==> src/rtl/suspend_pkg.sv <==
package suspend_pkg;

    typedef enum logic [2:0] {
        ST_RUN    = 3'd0,
        ST_DRAIN  = 3'd1,
        ST_FLUSH  = 3'd2,
        ST_SUSP   = 3'd3,
        ST_RESUME = 3'd4
    } seq_state_e;

    typedef struct packed {
        logic tx_fetch;
        logic tx_launch;
        logic rx_accept;
        logic rx_store;
    } hold_t;

    typedef struct packed {
        logic tx_dma;
        logic tx_mac;
        logic rx_mac;
        logic rx_dma;
    } activity_t;

    localparam hold_t HOLD_NONE = '0;
    localparam hold_t HOLD_ALL  = '1;
    localparam hold_t HOLD_INPUT_SIDE = '{tx_fetch: 1'b1, tx_launch: 1'b0,
                                          rx_accept: 1'b1, rx_store: 1'b0};

    function automatic logic is_entering(seq_state_e s);
        return (s == ST_DRAIN) || (s == ST_FLUSH);
    endfunction

    function automatic hold_t hold_for(seq_state_e s, logic fast);
        hold_t h;
        case (s)
            ST_SUSP:            h = HOLD_ALL;
            ST_DRAIN, ST_FLUSH: h = fast ? HOLD_ALL : HOLD_INPUT_SIDE;
            default:            h = HOLD_NONE;
        endcase
        return h;
    endfunction

endpackage

==> src/rtl/spnd_ctrl_regs.sv <==
module spnd_ctrl_regs
    import suspend_pkg::*;
(
    input  logic clk,
    input  logic rst,
    input  logic kill,
    input  logic init_done,
    input  logic accept,
    input  logic fast_en,
    output logic fast_mode,
    output logic need_init
);

    always_ff @(posedge clk) begin
        if (rst) begin
            need_init <= 1'b1;
        end else if (kill) begin
            need_init <= 1'b1;
        end else if (init_done) begin
            need_init <= 1'b0;
        end
    end

    always_ff @(posedge clk) begin
        if (rst) begin
            fast_mode <= 1'b0;
        end else if (accept) begin
            fast_mode <= fast_en;
        end
    end

    AST_KILL_SETS_INIT: assert property (@(posedge clk) disable iff (rst)
        kill |=> need_init) else $error("kill did not set need_init");

    AST_MODE_ONLY_ON_ACCEPT: assert property (@(posedge clk) disable iff (rst)
        !accept |=> $stable(fast_mode)) else $error("mode moved without request");

endmodule

==> src/rtl/spnd_idle_eval.sv <==
module spnd_idle_eval
    import suspend_pkg::*;
(
    input  activity_t act,
    input  logic      tx_q_empty,
    input  logic      rx_q_empty,
    input  logic      fast_mode,
    output logic      drain_done,
    output logic      flush_done
);

    logic inflight_all_idle;
    logic inflight_in_idle;
    logic queues_idle;

    always_comb begin
        inflight_all_idle = (act == '0);
        inflight_in_idle  = !act.tx_dma && !act.rx_mac;
        queues_idle       = tx_q_empty && rx_q_empty && !act.tx_mac && !act.rx_dma;
        drain_done        = fast_mode ? inflight_all_idle : inflight_in_idle;
        flush_done        = queues_idle;
    end

endmodule

==> src/rtl/spnd_fsm.sv <==
module spnd_fsm
    import suspend_pkg::*;
(
    input  logic       clk,
    input  logic       rst,
    input  logic       kill,
    input  logic       spnd_wr,
    input  logic       need_init,
    input  logic       fast_mode,
    input  logic       drain_done,
    input  logic       flush_done,
    output logic       accept,
    output seq_state_e state
);

    seq_state_e nxt;

    always_comb begin
        accept = (state == ST_RUN) && spnd_wr && !need_init && !kill;
    end

    always_comb begin
        nxt = state;
        if (kill) begin
            nxt = ST_RUN;
        end else begin
            case (state)
                ST_RUN:    if (accept) nxt = ST_DRAIN;
                ST_DRAIN: begin
                    if (!spnd_wr)        nxt = ST_RUN;
                    else if (drain_done) nxt = fast_mode ? ST_SUSP : ST_FLUSH;
                end
                ST_FLUSH: begin
                    if (!spnd_wr)        nxt = ST_RUN;
                    else if (flush_done) nxt = ST_SUSP;
                end
                ST_SUSP:   if (!spnd_wr) nxt = ST_RESUME;
                ST_RESUME: nxt = ST_RUN;
                default:   nxt = ST_RUN;
            endcase
        end
    end

    always_ff @(posedge clk) begin
        if (rst) state <= ST_RUN;
        else     state <= nxt;
    end

    AST_RESUME_ONE_CYCLE: assert property (@(posedge clk) disable iff (rst)
        (state == ST_RESUME) |=> (state == ST_RUN)) else $error("resume too long");

    AST_SUSP_VIA_ENTRY: assert property (@(posedge clk) disable iff (rst)
        (state == ST_SUSP && $past(state) != ST_SUSP) |-> is_entering($past(state)))
        else $error("suspend reached without entry");

    AST_FAST_SKIPS_FLUSH: assert property (@(posedge clk) disable iff (rst)
        (state == ST_FLUSH) |-> !fast_mode) else $error("fast mode in flush");

    AST_ABORT_TO_RUN: assert property (@(posedge clk) disable iff (rst)
        (is_entering(state) && !spnd_wr && !kill) |=> (state == ST_RUN))
        else $error("abort ignored");

    AST_KILL_TO_RUN: assert property (@(posedge clk) disable iff (rst)
        kill |=> (state == ST_RUN)) else $error("kill ignored");

    AST_NO_START_UNINIT: assert property (@(posedge clk) disable iff (rst)
        (state == ST_RUN && need_init) |=> (state == ST_RUN)) else $error("started while uninitialized");

endmodule

==> src/rtl/spnd_out_decode.sv <==
module spnd_out_decode
    import suspend_pkg::*;
(
    input  seq_state_e state,
    input  logic       fast_mode,
    output hold_t      holds,
    output logic       flush_req,
    output logic       spnd_rd
);

    always_comb begin
        holds     = hold_for(state, fast_mode);
        flush_req = is_entering(state) && !fast_mode;
        spnd_rd   = (state == ST_SUSP);
    end

endmodule

==> src/rtl/suspend_seq.sv <==
module suspend_seq
    import suspend_pkg::*;
(
    input  logic clk,
    input  logic rst,
    input  logic soft_rst,
    input  logic stop_cmd,
    input  logic init_done,
    input  logic spnd_wr,
    input  logic fast_en,
    input  logic tx_dma_busy,
    input  logic tx_mac_busy,
    input  logic rx_mac_busy,
    input  logic rx_dma_busy,
    input  logic tx_q_empty,
    input  logic rx_q_empty,
    output logic hold_tx_fetch,
    output logic hold_tx_launch,
    output logic hold_rx_accept,
    output logic hold_rx_store,
    output logic flush_req,
    output logic spnd_rd,
    output logic need_init
);

    logic       kill;
    logic       accept;
    logic       fast_mode;
    logic       drain_done;
    logic       flush_done;
    activity_t  act;
    hold_t      holds;
    seq_state_e state;

    always_comb begin
        kill       = soft_rst || stop_cmd;
        act.tx_dma = tx_dma_busy;
        act.tx_mac = tx_mac_busy;
        act.rx_mac = rx_mac_busy;
        act.rx_dma = rx_dma_busy;
    end

    spnd_ctrl_regs u_regs (
        .clk       (clk),
        .rst       (rst),
        .kill      (kill),
        .init_done (init_done),
        .accept    (accept),
        .fast_en   (fast_en),
        .fast_mode (fast_mode),
        .need_init (need_init)
    );

    spnd_idle_eval u_idle (
        .act        (act),
        .tx_q_empty (tx_q_empty),
        .rx_q_empty (rx_q_empty),
        .fast_mode  (fast_mode),
        .drain_done (drain_done),
        .flush_done (flush_done)
    );

    spnd_fsm u_fsm (
        .clk        (clk),
        .rst        (rst),
        .kill       (kill),
        .spnd_wr    (spnd_wr),
        .need_init  (need_init),
        .fast_mode  (fast_mode),
        .drain_done (drain_done),
        .flush_done (flush_done),
        .accept     (accept),
        .state      (state)
    );

    spnd_out_decode u_dec (
        .state     (state),
        .fast_mode (fast_mode),
        .holds     (holds),
        .flush_req (flush_req),
        .spnd_rd   (spnd_rd)
    );

    always_comb begin
        hold_tx_fetch  = holds.tx_fetch;
        hold_tx_launch = holds.tx_launch;
        hold_rx_accept = holds.rx_accept;
        hold_rx_store  = holds.rx_store;
    end

    AST_SUSP_HOLDS_ALL: assert property (@(posedge clk) disable iff (rst)
        spnd_rd |-> (hold_tx_fetch && hold_tx_launch && hold_rx_accept && hold_rx_store && !flush_req))
        else $error("suspended without full hold");

    AST_FLUSH_NOT_FAST: assert property (@(posedge clk) disable iff (rst)
        flush_req |-> (!hold_tx_launch && !hold_rx_store && hold_tx_fetch && hold_rx_accept))
        else $error("flush with wrong holds");

    AST_SUSP_NEEDS_REQ: assert property (@(posedge clk) disable iff (rst)
        $rose(spnd_rd) |-> $past(spnd_wr)) else $error("suspended without request");

endmodule

==> config.mk <==
export PLATFORM = sky130hd
export DESIGN_NAME = suspend_seq
export DESIGN_NICKNAME = d
export VERILOG_FILES = /design/src/rtl/suspend_pkg.sv /design/src/rtl/spnd_ctrl_regs.sv /design/src/rtl/spnd_idle_eval.sv /design/src/rtl/spnd_fsm.sv /design/src/rtl/spnd_out_decode.sv /design/src/rtl/suspend_seq.sv
export SDC_FILE = /design/constraint.sdc
export NUM_CORES = 1
export LEC_CHECK = 0
export BUFFER_PORTS_ARGS = -buffer_cell sky130_fd_sc_hd__buf_2
export CAP_MARGIN = 25
export CORE_UTILIZATION = 25
export DETAILED_ROUTE_END_ITERATION = 16
export PLACE_DENSITY = 0.53
export SYNTH_ARGS = -nofsm -noshare
export SYNTH_HDL_FRONTEND = slang
export SYNTH_SLANG_ARGS = --single-unit
==> constraint.sdc <==
create_clock -name clk -period 1.4 [get_ports clk]
set_input_delay 0.14 -clock clk [delete_from_list [all_inputs] [get_ports clk]]
set_output_delay 0.14 -clock clk [all_outputs]
set_load 0.05 [all_outputs]
* Yosys cells after proc, flatten, opt, wreduce, memory -nomap -nowiden
Cells that the tools add are included.
Widths: inputs -> output; s select.
** Cells by class
- Shift operators :: 0
- $add $sub $neg :: 0
- Divide/modulo/power cells :: 0
- $mul :: 0
- Order comparisons :: 0
- Bitwise gates (word level) :: 0
- Mux-type cells :: 11
- Equality and inequality tests :: 7
- Reduce and logical (&&, ||, !) cells :: 22
** Operators by type and width (number)
- $mux 3 :: 7
- $pmux 3 s4 :: 1
- $logic_and 1x1->1 :: 8
- $pmux 4 s2 :: 1
- $logic_not 1->1 :: 7
- $eq 3x2->1 const B :: 2
- $ne 3x3->1 const B :: 2
- $logic_not 4->1 :: 1
- $ne 2x2->1 const B :: 2
- $reduce_and 4->1 :: 1
- $reduce_or 2->1 :: 2
- $eq 3x1->1 const B :: 1
- $logic_not 3->1 :: 1
- $logic_or 1x1->1 :: 2
- $mux 1 :: 2
** Storage, ports and cells
- Memory bits (read-only) :: 0
- Output and inout bits :: 7
- Memories :: 0
- Bits in latches :: 0
- Logic and storage cells :: 43
- Input bits :: 13
- Memory bits (writable) :: 0
- Bits in registers :: 5

* Logic depth before layout (Yosys ltp)
- Word-level depth :: 6
- Depth in mapped cells :: 5
- Depth with buffers taken out :: 4

* Hierarchy
A second synthesis with hierarchy kept.
** Unflattened totals
- Cells, all modules :: 36
- Area total of the unflattened synthesis :: 302.8 um^2
** By module, submodules not included
- spnd_fsm :: seq. area each 60.1 um^2, instances 1, area each 145.1 um^2, cells an instance 14
- spnd_ctrl_regs :: seq. area each 40.0 um^2, instances 1, area each 66.3 um^2, cells an instance 7
- spnd_out_decode :: seq. area each 0.0 um^2, instances 1, area each 58.8 um^2, cells an instance 10
- spnd_idle_eval :: seq. area each 0.0 um^2, instances 1, area each 26.3 um^2, cells an instance 4
- suspend_seq :: seq. area each 0.0 um^2, instances 1, area each 6.3 um^2, cells an instance 1

* Least setup slack after synthesis
Ideal clock, no wire load.
- Path type :: register to output
- Start :: reg u_fsm.state[1]
- End :: out hold_tx_launch
- Path buffers :: 1
- Required time :: 1.260 ns
- Arrival :: 2.479 ns
- Stages on the path, launching flop included :: 5
- Setup slack :: -1.219 ns
- Cell sequence :: dfxtp_1 > inv_1 > nor3_1 > o21a_1 > buf_4
** Between the ends
- Elaborated cells on any way between the ends :: 5
- Classes of those cells :: eq/ne: 3; mux: 1; reduce/logical: 1
** RTL lines
- from (decl) :: line spnd_fsm.sv:13 : output seq_state_e state
- from (signal assigned) :: line spnd_fsm.sv:46 : else state <= nxt;
- $eq 3x2->1
- via spnd_rd :: line suspend_seq.sv:22 : output logic spnd_rd,
- $pmux 4 s2 :: line suspend_pkg.sv:36 : case (s)
- to (decl) :: line suspend_seq.sv:18 : output logic hold_tx_launch,
The timed path passes the listed nets, and every way through them passes these cells.

* Worst setup path in the final report
- Start :: reg u_fsm.state[2]
- End :: out hold_rx_store
** Between the ends
- Word-level cells in the longest chain between the ends :: 3
- Elaborated cells on any way between the ends :: 5
- Classes of those cells :: eq/ne: 3; mux: 1; reduce/logical: 1
** Ends and longest elaborated chain
- $eq 3x2->1 / $eq 3x1->1 (equally long branches) :: line suspend_pkg.sv:36
- $reduce_or 2->1 :: line suspend_pkg.sv:36
- $pmux 4 s2 (*) :: line suspend_pkg.sv:36
- to (decl) :: line suspend_seq.sv:20 : output logic hold_rx_store,
Mark *: on every way between the ends. The rest lies on a longest branch, timed or not.

==> flow_results.xml <==
<?xml version="1.0" encoding="UTF-8"?>
<metrics>
  <group name="run_status">
    <metric name="status" unit="">finished clean</metric>
  </group>
  <group name="hold_path">
    <metric name="hold_depth" unit="">2</metric>
    <metric name="min_path_type" unit="">in2reg</metric>
    <metric name="hold_path.startpoint" unit="">init_done</metric>
  </group>
  <group name="global_route">
    <metric name="grt_start_max_net_pins" unit="">7</metric>
    <metric name="grt_pass1_vias" unit="">307</metric>
    <metric name="gr-usage-all-layers" unit="%">12.4</metric>
    <metric name="number_of_antenna_violations_at_the_first_check_in_global_routing" unit="">0</metric>
    <metric name="grt_first_pass_wirelength" unit="um">1250</metric>
    <metric name="grt_overflow_total" unit="">0</metric>
  </group>
  <group name="routing">
    <metric name="initial_drc_count" unit="">11</metric>
    <metric name="dr_total_vias" unit="">397</metric>
    <metric name="drt-total-wl" unit="um">934</metric>
    <metric name="drtAntennaViolNets" unit="">0</metric>
    <metric name="remaining_drc_errors" unit="">0</metric>
    <metric name="via_per_instance_ratio" unit="">4.62</metric>
    <metric name="wl_per_cell" unit="um">10.9</metric>
    <metric name="detailedRoute.firstPassIterationCount" unit="">4</metric>
  </group>
  <group name="final_layout">
    <metric name="syn_to_final_growth" unit="%">73.4</metric>
    <metric name="nNetsFinal" unit="">85</metric>
    <metric name="post-route-cell-area" unit="um2">627</metric>
    <metric name="layout_commonest_cell" unit="">sky130_fd_sc_hd__buf_2</metric>
    <metric name="post-route-util" unit="%">47.6</metric>
    <metric name="layout.cells.most_common_list" unit="">sky130_fd_sc_hd__buf_2, sky130_fd_sc_hd__buf_4, sky130_fd_sc_hd__nand2_1</metric>
    <metric name="post_route_cells_drive_above_1_share" unit="%">63.4</metric>
    <metric name="diodes_inserted" unit="">0</metric>
  </group>
  <group name="critical_path">
    <metric name="number_of_buffers_and_inverters_on_the_critical_path" unit="">2</metric>
    <metric name="cp_data_arrival_time" unit="ns">1.24</metric>
    <metric name="crit_slowest_cell" unit="">sky130_fd_sc_hd__dfxtp_2</metric>
    <metric name="critical_path.endpoint_type" unit="">output pin</metric>
    <metric name="reg2reg_from" unit="">u_regs.need_init</metric>
    <metric name="worst_setup_path_startpoint" unit="">u_fsm.state[2]</metric>
    <metric name="startpoint_type" unit="">flop</metric>
    <metric name="cp.required" unit="ns">1.26</metric>
    <metric name="max_incr_delay_on_cp" unit="ns">0.34</metric>
    <metric name="timing_worst_setup_path_type" unit="">reg2out</metric>
    <metric name="critical_path.cell_chain" unit="">buf_6 -&gt; nor3_4 -&gt; o21a_4 -&gt; buf_8</metric>
    <metric name="reg2regPathDepth" unit="">4</metric>
    <metric name="critical_path_cell_count" unit="">4</metric>
    <metric name="crit_fanout" unit="">4</metric>
    <metric name="cpLargestDelayFamily" unit="">flip-flops</metric>
  </group>
  <group name="logic_synthesis">
    <metric name="synthCells" unit="">43</metric>
    <metric name="post_synth_main_area_contributors" unit="">sky130_fd_sc_hd__dfxtp_1, sky130_fd_sc_hd__nor4b_4, sky130_fd_sc_hd__nand2_1</metric>
    <metric name="syn_area_per_cell" unit="um2">8.41</metric>
    <metric name="synth.top_cell.area_share" unit="%">27.7</metric>
    <metric name="synth_seq_area_share" unit="%">27.7</metric>
    <metric name="flip_flop_and_latch_count_after_synthesis" unit="">5</metric>
    <metric name="synth_fp_nets" unit="">56</metric>
    <metric name="yosysUniqueCellTypes" unit="">24</metric>
    <metric name="ys_warn_count" unit="">0</metric>
    <metric name="netlist.top_cell.by_area" unit="">sky130_fd_sc_hd__dfxtp_1</metric>
    <metric name="netlist_area" unit="um2">362</metric>
  </group>
  <group name="run">
    <metric name="maxcap_violations" unit="">0</metric>
  </group>
  <group name="clocking">
    <metric name="worst_skew_pair.late_latency" unit="ns">0.24</metric>
    <metric name="cts.htree.levels" unit="">1</metric>
    <metric name="cts.clk_slew.worst_paths" unit="ns">0.04</metric>
    <metric name="numCtsBuffers" unit="">3</metric>
    <metric name="cts_tree" unit="">done</metric>
    <metric name="clock_tree.buffer_depth" unit="">2</metric>
    <metric name="cts_sink_count" unit="">5</metric>
    <metric name="clk_root_buffer_cell" unit="">sky130_fd_sc_hd__clkbuf_4</metric>
  </group>
  <group name="floorplanning">
    <metric name="floorplan.io_pins" unit="">20</metric>
    <metric name="floorplan.initialDensity" unit="%">27.4</metric>
    <metric name="die_height" unit="um">40.0</metric>
    <metric name="design.die.area" unit="um2">1600</metric>
    <metric name="floorplan.rows" unit="">13</metric>
    <metric name="core-area" unit="um2">1320</metric>
    <metric name="die_x" unit="um">40.0</metric>
  </group>
  <group name="sta">
    <metric name="max_freq" unit="MHz">725</metric>
    <metric name="final.setup.tns" unit="ns">0</metric>
    <metric name="finalSetupViolCount" unit="">0</metric>
    <metric name="post-route-min-period" unit="ns">1.38</metric>
    <metric name="slew_violations" unit="">0</metric>
    <metric name="worst_slew_pin_slew" unit="ns">0.404</metric>
    <metric name="worst_slew_margin_rel" unit="%">72.9</metric>
    <metric name="rsz0062_at_grt" unit="">yes</metric>
    <metric name="hold_viol" unit="">0</metric>
    <metric name="final_min_period_over_clock_period" unit="%">98.5</metric>
    <metric name="skew" unit="ns">0.00212</metric>
    <metric name="layout_setup_ws" unit="ns">0.0212</metric>
  </group>
  <group name="power">
    <metric name="worst_ir_drop_on_vdd" unit="V">0.000298</metric>
    <metric name="power_density" unit="nW/um2">564</metric>
    <metric name="leakagePower" unit="nW">0.265</metric>
    <metric name="post-layout-total-power" unit="W">0.000354</metric>
  </group>
  <group name="placed_design">
    <metric name="dp_slack" unit="ns">-0.0589</metric>
    <metric name="placedInstanceArea" unit="um2">541</metric>
    <metric name="numPortBuffers" unit="">19</metric>
    <metric name="gpl.final_weighted_congestion" unit="">0.753</metric>
    <metric name="detailed_place_hpwl" unit="um">730</metric>
  </group>
</metrics>
## synthesized netlist by cell type, drive strengths merged
cell,n
nand3b,1
a21boi,1
nand2,6
o21a,1
buf,3
a2111oi,1
o2bb2ai,1
xnor2,1
mux2i,1
dfxtp,5
nor4b,2
nor2b,1
nand2b,1
nand3,1
or3,1
a21oi,2
nor3,4
a211oi,1
o21ai,3
nor2,2
nor4,1
inv,3
## worst paths after layout
check / endpoint / slack (ns)
max: hold_rx_store / 0.02
max reg2reg: u_fsm.state[0] / 0.08
min: u_regs.need_init / 0.07
min reg2reg: u_fsm.state[1] / 0.49
## report_power, final
part,internal (W),switching [W]
combinational,0.0000216,0.0000230
sequential,0.000141,0.00000121
clock,0.000108,0.0000594
## cell families after synthesis
logic type | after synthesis | synth area share (%)
mux | 1 | 2.77
compound gates | 10 | 18.0
xor+xnor | 1 | 2.42
buf+inv | 6 | 10.4
simple gates | 20 | 38.8
flops | 5 | 27.7
## routing by layer
layer | vias up | global-route usage, % | part of all wire [%]
met5 | - | 0 | 0
met4 | 0 | 10.3 | 0
met3 | 0 | 3.33 | 6.7
met2 | 16 | 16.5 | 47
met1 | 171 | 16.2 | 46
li1 | 210 | - | -
## final cells by class
type,count,area (um2)
clock buffers,4,26.3
fillers,127,691
inverters,3,13.8
multi-input cells,32,278
flip-flops and latches,5,109
well taps,15,18.8
repair buffers,27,181
## through the flow
step | hold slack, ns | instances
finish | 0.0703 | 86
floorplan | 0.209 | 43
global placement | 0.312 | 81
CTS | 0.0624 | 85
detailed placement | 0.323 | 81
global route | 0.0699 | 86
## registers in the layout, summed over array words and instances, names as in the netlist
register	cells
u_regs.need_init	1
u_regs.fast_mode	1
u_fsm.state	3
## repair_timing
action | CTS | global route
setup endpoints to repair | 8 | 6
cloned | 0 | 0
hold buffers | 0 | 0
pin swaps | 0 | 4
setup buffers | 0 | 1
gates resized for setup | 5 | 14
Power figures use the tool's default switching activity.
